### src/rtl/cap_pair_pkg.sv
package cap_pair_pkg;

  typedef enum logic [1:0] {
    EDGE_NONE = 2'd0,
    EDGE_RISE = 2'd1,
    EDGE_FALL = 2'd2,
    EDGE_BOTH = 2'd3
  } edge_sel_e;

  // Does the sampled edge match the selected code?
  function automatic logic edge_match(input logic [1:0] sel, input logic rise,
                                      input logic fall);
    logic hit;
    case (edge_sel_e'(sel))
      EDGE_RISE: hit = rise;
      EDGE_FALL: hit = fall;
      EDGE_BOTH: hit = rise | fall;
      default:   hit = 1'b0;
    endcase
    return hit;
  endfunction

  // A load into an unread slot that is not being read this cycle
  function automatic logic ovr_event(input logic load, input logic unread,
                                     input logic rd);
    return load & unread & ~rd;
  endfunction

endpackage

### src/rtl/cap_edge_det.sv
module cap_edge_det (
  input  logic clk,
  input  logic rst_n,
  input  logic sig_i,
  output logic rise_o,
  output logic fall_o
);
  logic prev_q;

  always_ff @(posedge clk or negedge rst_n) begin
    if (!rst_n) prev_q <= 1'b0;
    else        prev_q <= sig_i;
  end

  assign rise_o = sig_i & ~prev_q;
  assign fall_o = ~sig_i & prev_q;
endmodule

### src/rtl/cap_order_ctl.sv
module cap_order_ctl (
  input  logic clk,
  input  logic rst_n,
  input  logic trig_i,
  input  logic hit_a_i,
  input  logic hit_b_i,
  output logic ld_a_o,
  output logic ld_b_o,
  output logic a_pend_o
);
  logic a_pend_q;
  logic elig_a;
  logic elig_b;

  // The trigger restarts the order within its own cycle
  assign elig_a = trig_i | ~a_pend_q;
  assign elig_b = ~trig_i & a_pend_q;
  assign ld_a_o = hit_a_i & elig_a;
  assign ld_b_o = hit_b_i & elig_b;
  assign a_pend_o = a_pend_q;

  always_ff @(posedge clk or negedge rst_n) begin
    if (!rst_n)                 a_pend_q <= 1'b0;
    else if (ld_a_o)            a_pend_q <= 1'b1;
    else if (ld_b_o || trig_i)  a_pend_q <= 1'b0;
  end
endmodule

### src/rtl/cap_slot.sv
module cap_slot #(
  parameter int CNT_W = 16
) (
  input  logic             clk,
  input  logic             rst_n,
  input  logic             load_i,
  input  logic             rd_i,
  input  logic [CNT_W-1:0] cnt_i,
  output logic [CNT_W-1:0] val_o,
  output logic             full_o,
  output logic             ovr_evt_o
);
  import cap_pair_pkg::*;

  logic [CNT_W-1:0] val_q;
  logic             full_q;

  always_ff @(posedge clk or negedge rst_n) begin
    if (!rst_n) begin
      val_q  <= '0;
      full_q <= 1'b0;
    end else begin
      if (load_i) val_q <= cnt_i;
      if (load_i)    full_q <= 1'b1;
      else if (rd_i) full_q <= 1'b0;
    end
  end

  assign val_o     = val_q;
  assign full_o    = full_q;
  assign ovr_evt_o = ovr_event(load_i, full_q, rd_i);
endmodule

### src/rtl/cap_pair_ctrl.sv
module cap_pair_ctrl #(
  parameter int CNT_W = 16
) (
  input  logic             clk,
  input  logic             rst_n,
  input  logic [CNT_W-1:0] cnt_val,
  input  logic             tio_in,
  input  logic             trig_pulse,
  input  logic             wave_mode,
  input  logic [1:0]       sel_a,
  input  logic [1:0]       sel_b,
  input  logic             rd_a,
  input  logic             rd_b,
  input  logic             rd_stat,
  output logic [CNT_W-1:0] cap_a,
  output logic [CNT_W-1:0] cap_b,
  output logic             a_full,
  output logic             b_full,
  output logic             ovr_flag
);
  import cap_pair_pkg::*;

  localparam int NSLOT = 2;

  // Named internal events for the checker
  logic tio_rise, tio_fall;
  logic hit_a, hit_b;
  logic ld_a, ld_b;
  logic a_pend;
  logic ovr_evt_any;
  logic ovr_q;

  logic [NSLOT-1:0] ld_vec, rd_vec, full_vec, evt_vec;
  logic [CNT_W-1:0] val_arr [NSLOT];

  cap_edge_det edge_i (
    .clk    (clk),
    .rst_n  (rst_n),
    .sig_i  (tio_in),
    .rise_o (tio_rise),
    .fall_o (tio_fall)
  );

  assign hit_a = ~wave_mode & edge_match(sel_a, tio_rise, tio_fall);
  assign hit_b = ~wave_mode & edge_match(sel_b, tio_rise, tio_fall);

  cap_order_ctl order_i (
    .clk      (clk),
    .rst_n    (rst_n),
    .trig_i   (trig_pulse),
    .hit_a_i  (hit_a),
    .hit_b_i  (hit_b),
    .ld_a_o   (ld_a),
    .ld_b_o   (ld_b),
    .a_pend_o (a_pend)
  );

  assign ld_vec = {ld_b, ld_a};
  assign rd_vec = {rd_b, rd_a};

  for (genvar s = 0; s < NSLOT; s++) begin : g_slot
    cap_slot #(.CNT_W(CNT_W)) slot_i (
      .clk       (clk),
      .rst_n     (rst_n),
      .load_i    (ld_vec[s]),
      .rd_i      (rd_vec[s]),
      .cnt_i     (cnt_val),
      .val_o     (val_arr[s]),
      .full_o    (full_vec[s]),
      .ovr_evt_o (evt_vec[s])
    );
  end

  assign ovr_evt_any = |evt_vec;

  always_ff @(posedge clk or negedge rst_n) begin
    if (!rst_n)           ovr_q <= 1'b0;
    else if (ovr_evt_any) ovr_q <= 1'b1;
    else if (rd_stat)     ovr_q <= 1'b0;
  end

  assign cap_a    = val_arr[0];
  assign cap_b    = val_arr[1];
  assign a_full   = full_vec[0];
  assign b_full   = full_vec[1];
  assign ovr_flag = ovr_q;
endmodule

### config.mk
export PLATFORM = sky130hd
export DESIGN_NAME = cap_pair_ctrl
export DESIGN_NICKNAME = d
export VERILOG_FILES = /design/src/rtl/cap_pair_pkg.sv /design/src/rtl/cap_edge_det.sv /design/src/rtl/cap_order_ctl.sv /design/src/rtl/cap_slot.sv /design/src/rtl/cap_pair_ctrl.sv
export SDC_FILE = /design/constraint.sdc
export NUM_CORES = 1
export LEC_CHECK = 0
export BUFFER_PORTS_ARGS = -buffer_cell sky130_fd_sc_hd__buf_2
export CAP_MARGIN = 10
export CORE_MARGIN = 3
export CORE_UTILIZATION = 49
export CTS_BUF_LIST = sky130_fd_sc_hd__clkbuf_2
export DETAILED_ROUTE_END_ITERATION = 12
export PLACE_DENSITY = 0.8
export SLEW_MARGIN = 20
export SYNTH_ARGS = -nofsm -noshare
export SYNTH_HDL_FRONTEND = slang
export SYNTH_SLANG_ARGS = --single-unit
### constraint.sdc
create_clock -name clk -period 2.4 [get_ports clk]
set_clock_uncertainty 0.15 [all_clocks]
set_input_delay 0.12 -clock clk [delete_from_list [all_inputs] [get_ports clk]]
set_output_delay 0.12 -clock clk [all_outputs]
set_load 0.03 [all_outputs]
### Word level (Yosys, flattened, before mapping)

Cells that the tools add are included.

* register bits after elaboration: 37
* bits in latches: 0
* memory bits (writable): 0
* ROM bits: 0
* input bits: 28
* output and inout port bits: 35
* logic and storage cells: 49
* memories kept: 0

* add/sub/neg operators: 0
* multipliers: 0
* div/mod/pow operators: 0
* order comparisons: 0
* eq/ne operators: 6
* shifts and indexed selects: 0
* multiplexer cells: 10
* bitwise operators: 20
* reduce and logical (&&, ||, !) cells: 6

Operator list (number)
* AND 1 bit: 11
* == test 2 bit, second input constant: 4
* two-way mux 1 bit: 8
* nonzero test 2 bit: 4
* NOT 1 bit: 7
* one-hot mux 1 bit (3 select lines): 2
* == test 2 x 1 -> 1 bit, second input constant: 2
* OR 1 bit: 2
* OR reduction 2 bit: 1
* logical OR 1 bit: 1

### Logic depth before layout (Yosys ltp)

* word-level depth: 10
* gate-level depth with buffers: 8
* gate-level depth less buffers: 6

### By module

Synthesis repeated with hierarchy kept, for this count alone.

* cells, all modules: 93
* area total of the unflattened synthesis: 1542.7 um^2

Modules (own cells, without submodules)
* cap_slot: instances 2, cells an instance 38, area an instance 686.9 um^2, sequential area each 425.4 um^2
* cap_order_ctl: instances 1, cells an instance 6, area an instance 68.8 um^2, sequential area each 25.0 um^2
* cap_pair_ctrl: instances 1, cells an instance 8, area an instance 60.1 um^2, sequential area each 25.0 um^2
* cap_edge_det: instances 1, cells an instance 3, area an instance 40.0 um^2, sequential area each 25.0 um^2

### Least setup slack after synthesis

OpenSTA, ideal clock, no wires.

* kind: register -> register
* start: reg edge_i.prev_q
* end: reg g_slot[0].slot_i.val_q[10]
* data arrival time: 1.930 ns
* path slack: 0.195 ns
* cell stages (with the launch flop): 7
* buffers on the path: 1
* cell sequence: dfrtp_1 > ha_1 > nand2_1 > o21ai_2 > a2111oi_4 > buf_8 > mux2_4

* longest elaborated chain between the ends: 6

RTL lines
* start: declaration: line cap_edge_det.sv:8 `logic prev_q;`
* start signal: assignment: line cap_edge_det.sv:12 `else prev_q <= sig_i;`
* NOT 1 bit: line cap_edge_det.sv:15 `assign rise_o = sig_i & ~prev_q;`
* AND 1 bit: line cap_edge_det.sv:15
* OR 1 bit: line cap_pair_pkg.sv:17 `EDGE_BOTH: hit = rise | fall;`
* one-hot mux 1 bit (3 select lines) (*): line cap_pair_pkg.sv:14 `case (edge_sel_e'(sel))`
* AND 1 bit (*): line cap_pair_ctrl.sv:44 `assign hit_a = ~wave_mode & edge_match(sel_a, tio_rise, tio_fall);`
* AND 1 bit (*): line cap_order_ctl.sv:18 `assign ld_a_o = hit_a_i & elig_a;`
* end signal: assignment: line cap_slot.sv:23 `if (load_i) val_q <= cnt_i;`
* end: declaration: line cap_slot.sv:15 `logic [CNT_W-1:0] val_q;`

Mark *: on every way between the ends. The rest lies on a longest branch, timed or not.
A chain may end at the register's enable or synchronous reset.

### Worst setup path after layout

* start: in tio_in
* end: reg g_slot[1].slot_i.val_q[9]

* longest elaborated chain between the ends: 6

RTL lines
* start: declaration: line cap_pair_ctrl.sv:7 `input logic tio_in,`
* NOT 1 bit: line cap_edge_det.sv:16 `assign fall_o = ~sig_i & prev_q;`
* AND 1 bit: line cap_edge_det.sv:16
* OR 1 bit: line cap_pair_pkg.sv:17
* one-hot mux 1 bit (3 select lines) (*): line cap_pair_pkg.sv:14
* AND 1 bit (*): line cap_pair_ctrl.sv:45 `assign hit_b = ~wave_mode & edge_match(sel_b, tio_rise, tio_fall);`
* AND 1 bit (*): line cap_order_ctl.sv:19 `assign ld_b_o = hit_b_i & elig_b;`
* end signal: assignment: line cap_slot.sv:23
* end: declaration: line cap_slot.sv:15

Marks and branches as above.

==> results.json <==
{
  "async_flop_share_pct": 100.0,
  "clkLatencyLatePin_ns": 0.39,
  "dieArea_mm2": 0.003775,
  "period_minus_slack_ns": 2.239,
  "grt_overflow": 0,
  "critPathMaxFanout": 10,
  "synth_top_family_by_area": "multiplexers",
  "synthesis.nets": 124,
  "grt_util_all_layers_pct": 18.93,
  "synth_xor_area_share_pct": 0,
  "start_util_pct": 52.81,
  "status": "complete, no violations",
  "drive_above_1_share_pct": 59.14,
  "synth.most_common_cell": "dfrtp_1",
  "rows": 19,
  "core_mm2": 0.002853,
  "cp-start-kind": "primary input",
  "maxCapViolCount": 0,
  "drc_errors": 0,
  "synth_edf_count": 0,
  "path_class": "primary input to flip-flop",
  "final_util_pct": 76.10,
  "rsz0062_at_grt": "false",
  "htree_levels": 2,
  "area_growth_pct": 44.10,
  "slew_headroom_pct": 47.46,
  "yosysSeqAreaShare_pct": 61.46,
  "clkSinkCount": 37,
  "ff2ff_setup_slack_ns": 0.16,
  "peakVddDrop_mv": 0.7195,
  "synth_top_area_share_pct": 61.46,
  "numCtsBuffers": 5,
  "dp_hpwl_mm": 2.197,
  "period_share_pct": 93.29,
  "syn_inst": 94,
  "synth_common_cells": "37 x dfrtp_1, 25 x mux2_2, 7 x mux2_4, 4 x nor2b_1, 3 x or2_2",
  "cts_buffer_depth": 2,
  "antenna_found_initial": 0,
  "io_buffers": 62,
  "power_mw": 2.018,
  "antenna_left": 0,
  "syn_avg_cell_area_um2": 16.03,
  "ios": 63,
  "p_per_area_mw_per_mm2": 929.5,
  "setup_viol": 0,
  "hold_viol": 0,
  "firstDrtPassIters": 4,
  "synthAdderAreaFrac_pct": 1.661,
  "ys_ff_latch": 37,
  "fp.dieW_um": 61.45,
  "grt_pass1_wl_mm": 5.057,
  "critPathRequiredTime_ns": 2.55,
  "routed_wl_mm": 3.303,
  "synthSimpleGateAreaFrac_pct": 4.900,
  "final_nets": 215,
  "vias": 1101,
  "hold_path_class": "primary input to flip-flop",
  "tns_ns": 0,
  "synthMuxAreaShare_pct": 25.66,
  "avgViaCountPerCell": 5.074,
  "synth_cell_types": 19,
  "detail_route.wl_per_cell_um": 15.22,
  "die_h_um": 61.45,
  "grt_pass1_vias": 1109,
  "leakage_nw": 1.101,
  "drt_iter0_markers": 41,
  "gp_congestion": 0.6614,
  "crit_start": "tio_in",
  "worst-slew-pin-transition_ns": 0.7881,
  "yosys.area.top_type": "dfrtp_1",
  "yosys_warnings": 0,
  "antenna-diode-count": 0,
  "root_buffer": "clkbuf_2",
  "arrival_ns": 2.39,
  "post_cts_buffers": 0,
  "crit_path_end_kind": "flip-flop",
  "synthTopCellsByArea": "dfrtp_1 61%, mux2_2 19%, mux2_4 7.0%",
  "hp-start": "sel_b[0]",
  "ys.flop_type": "dfrtp_1",
  "r2r-start": "edge_i.prev_q$_DFF_PN0_",
  "cts_tree": "done",
  "synth_compound_area_share_pct": 4.153,
  "fmax_mhz": 446.6,
  "slew_viol_final": 0,
  "grt_max_degree": 38,
  "synth_area_mm2": 0.001506,
  "clk_pin_slew_ns": 0.19
}
what timing repair did:
item,in CTS,in global routing
hold endpoints to repair,74,0
resized for setup,1,0
setup endpoints to repair,1,0
hold buffers,23,0
final cells by class:
class                      instances  area [µm²]
timing repair buffer              87       568.0
clock buffer                       5       25.02
multi-input combinational         52       559.3
inverter                           2       7.507
clock inverter                     3       46.29
tap                               31       38.79
sequential                        37       925.9
fill                             174       681.9
cell families after synthesis:
group | count (synthesis)
flip-flops | 37
multiplexers | 32
AND/OR/NAND/NOR | 12
AO/OA/AOI/OAI | 6
buffers and inverters | 5
adder cells (fa/ha/maj) | 2
flip-flops by register name (all words and copies together), names as in the netlist:
register	count
g_slot.slot_i.val_o	32
g_slot.slot_i.full_o	2
edge_i.prev_q	1
order_i.a_pend_o	1
ovr_flag	1
cell usage in the layout (no fill, tap or decap), types with 2 or more instances in the layout:
master,Yosys,final
dfrtp_1,37,37
clkbuf_2,0,5
ha_1,2,2
or2_2,3,3
dlygate4sd3_1,0,23
nand2_1,2,2
nor2b_1,4,4
inv_1,2,2
buf_2,2,62
mux2_2,25,25
mux2_4,7,7
metrics by stage:
step | setup slack, ns | cells | hold WS (ns) | area [µm²]
global placement | 0.08187 | 186 | 0.09562 | 1863
global route | 0.02264 | 217 | 0.04147 | 2171
floorplan | 0.1947 | 94 | -0.3256 | 1506
detailed placement | 0.04226 | 186 | 0.09823 | 1863
CTS | 0.1395 | 217 | 0.001330 | 2171
finish | 0.1611 | 217 | 0.01848 | 2171
worst paths after layout:
| kind | endpoint | cells after the start |
|---|---|---|
| max | g_slot[1].slot_i.val_o[9]$_DFFE_PN0P_ | 9 |
| min in group asynchronous | g_slot[1].slot_i.val_o[13]$_DFFE_PN0P_ | 2 |
| min reg2reg | g_slot[0].slot_i.val_o[4]$_DFFE_PN0P_ | 1 |
| min | order_i.a_pend_o$_DFFE_PN0P_ | 4 |
| max reg2reg | g_slot[1].slot_i.val_o[9]$_DFFE_PN0P_ | 6 |
| max in group asynchronous | g_slot[0].slot_i.val_o[0]$_DFFE_PN0P_ | 2 |
per-layer routing:
layer  vias up  track usage [%]  share of wire (%)
li1        516                -                  -
met1       543            21.27                 39
met2        35            32.78                 53
met3         7            6.918                5.5
met4         0            7.273                2.2
met5         -                0                  0
worst max-delay path: stages:
cell and delay, ns:
dlygate4sd3_1 0.52, buf_2 0.12, inv_1 0.05, ha_1 0.30
nand2_1 0.07, a31oi_1 0.13, nor3b_4 0.44, buf_4 0.28
mux2_2 0.35
power by group:
group | internal (mW) | switching, mW
combinational | 0.296 | 0.472
clock | 0.178 | 0.216
sequential | 0.779 | 0.0773
(Power assumes the default switching activity.)
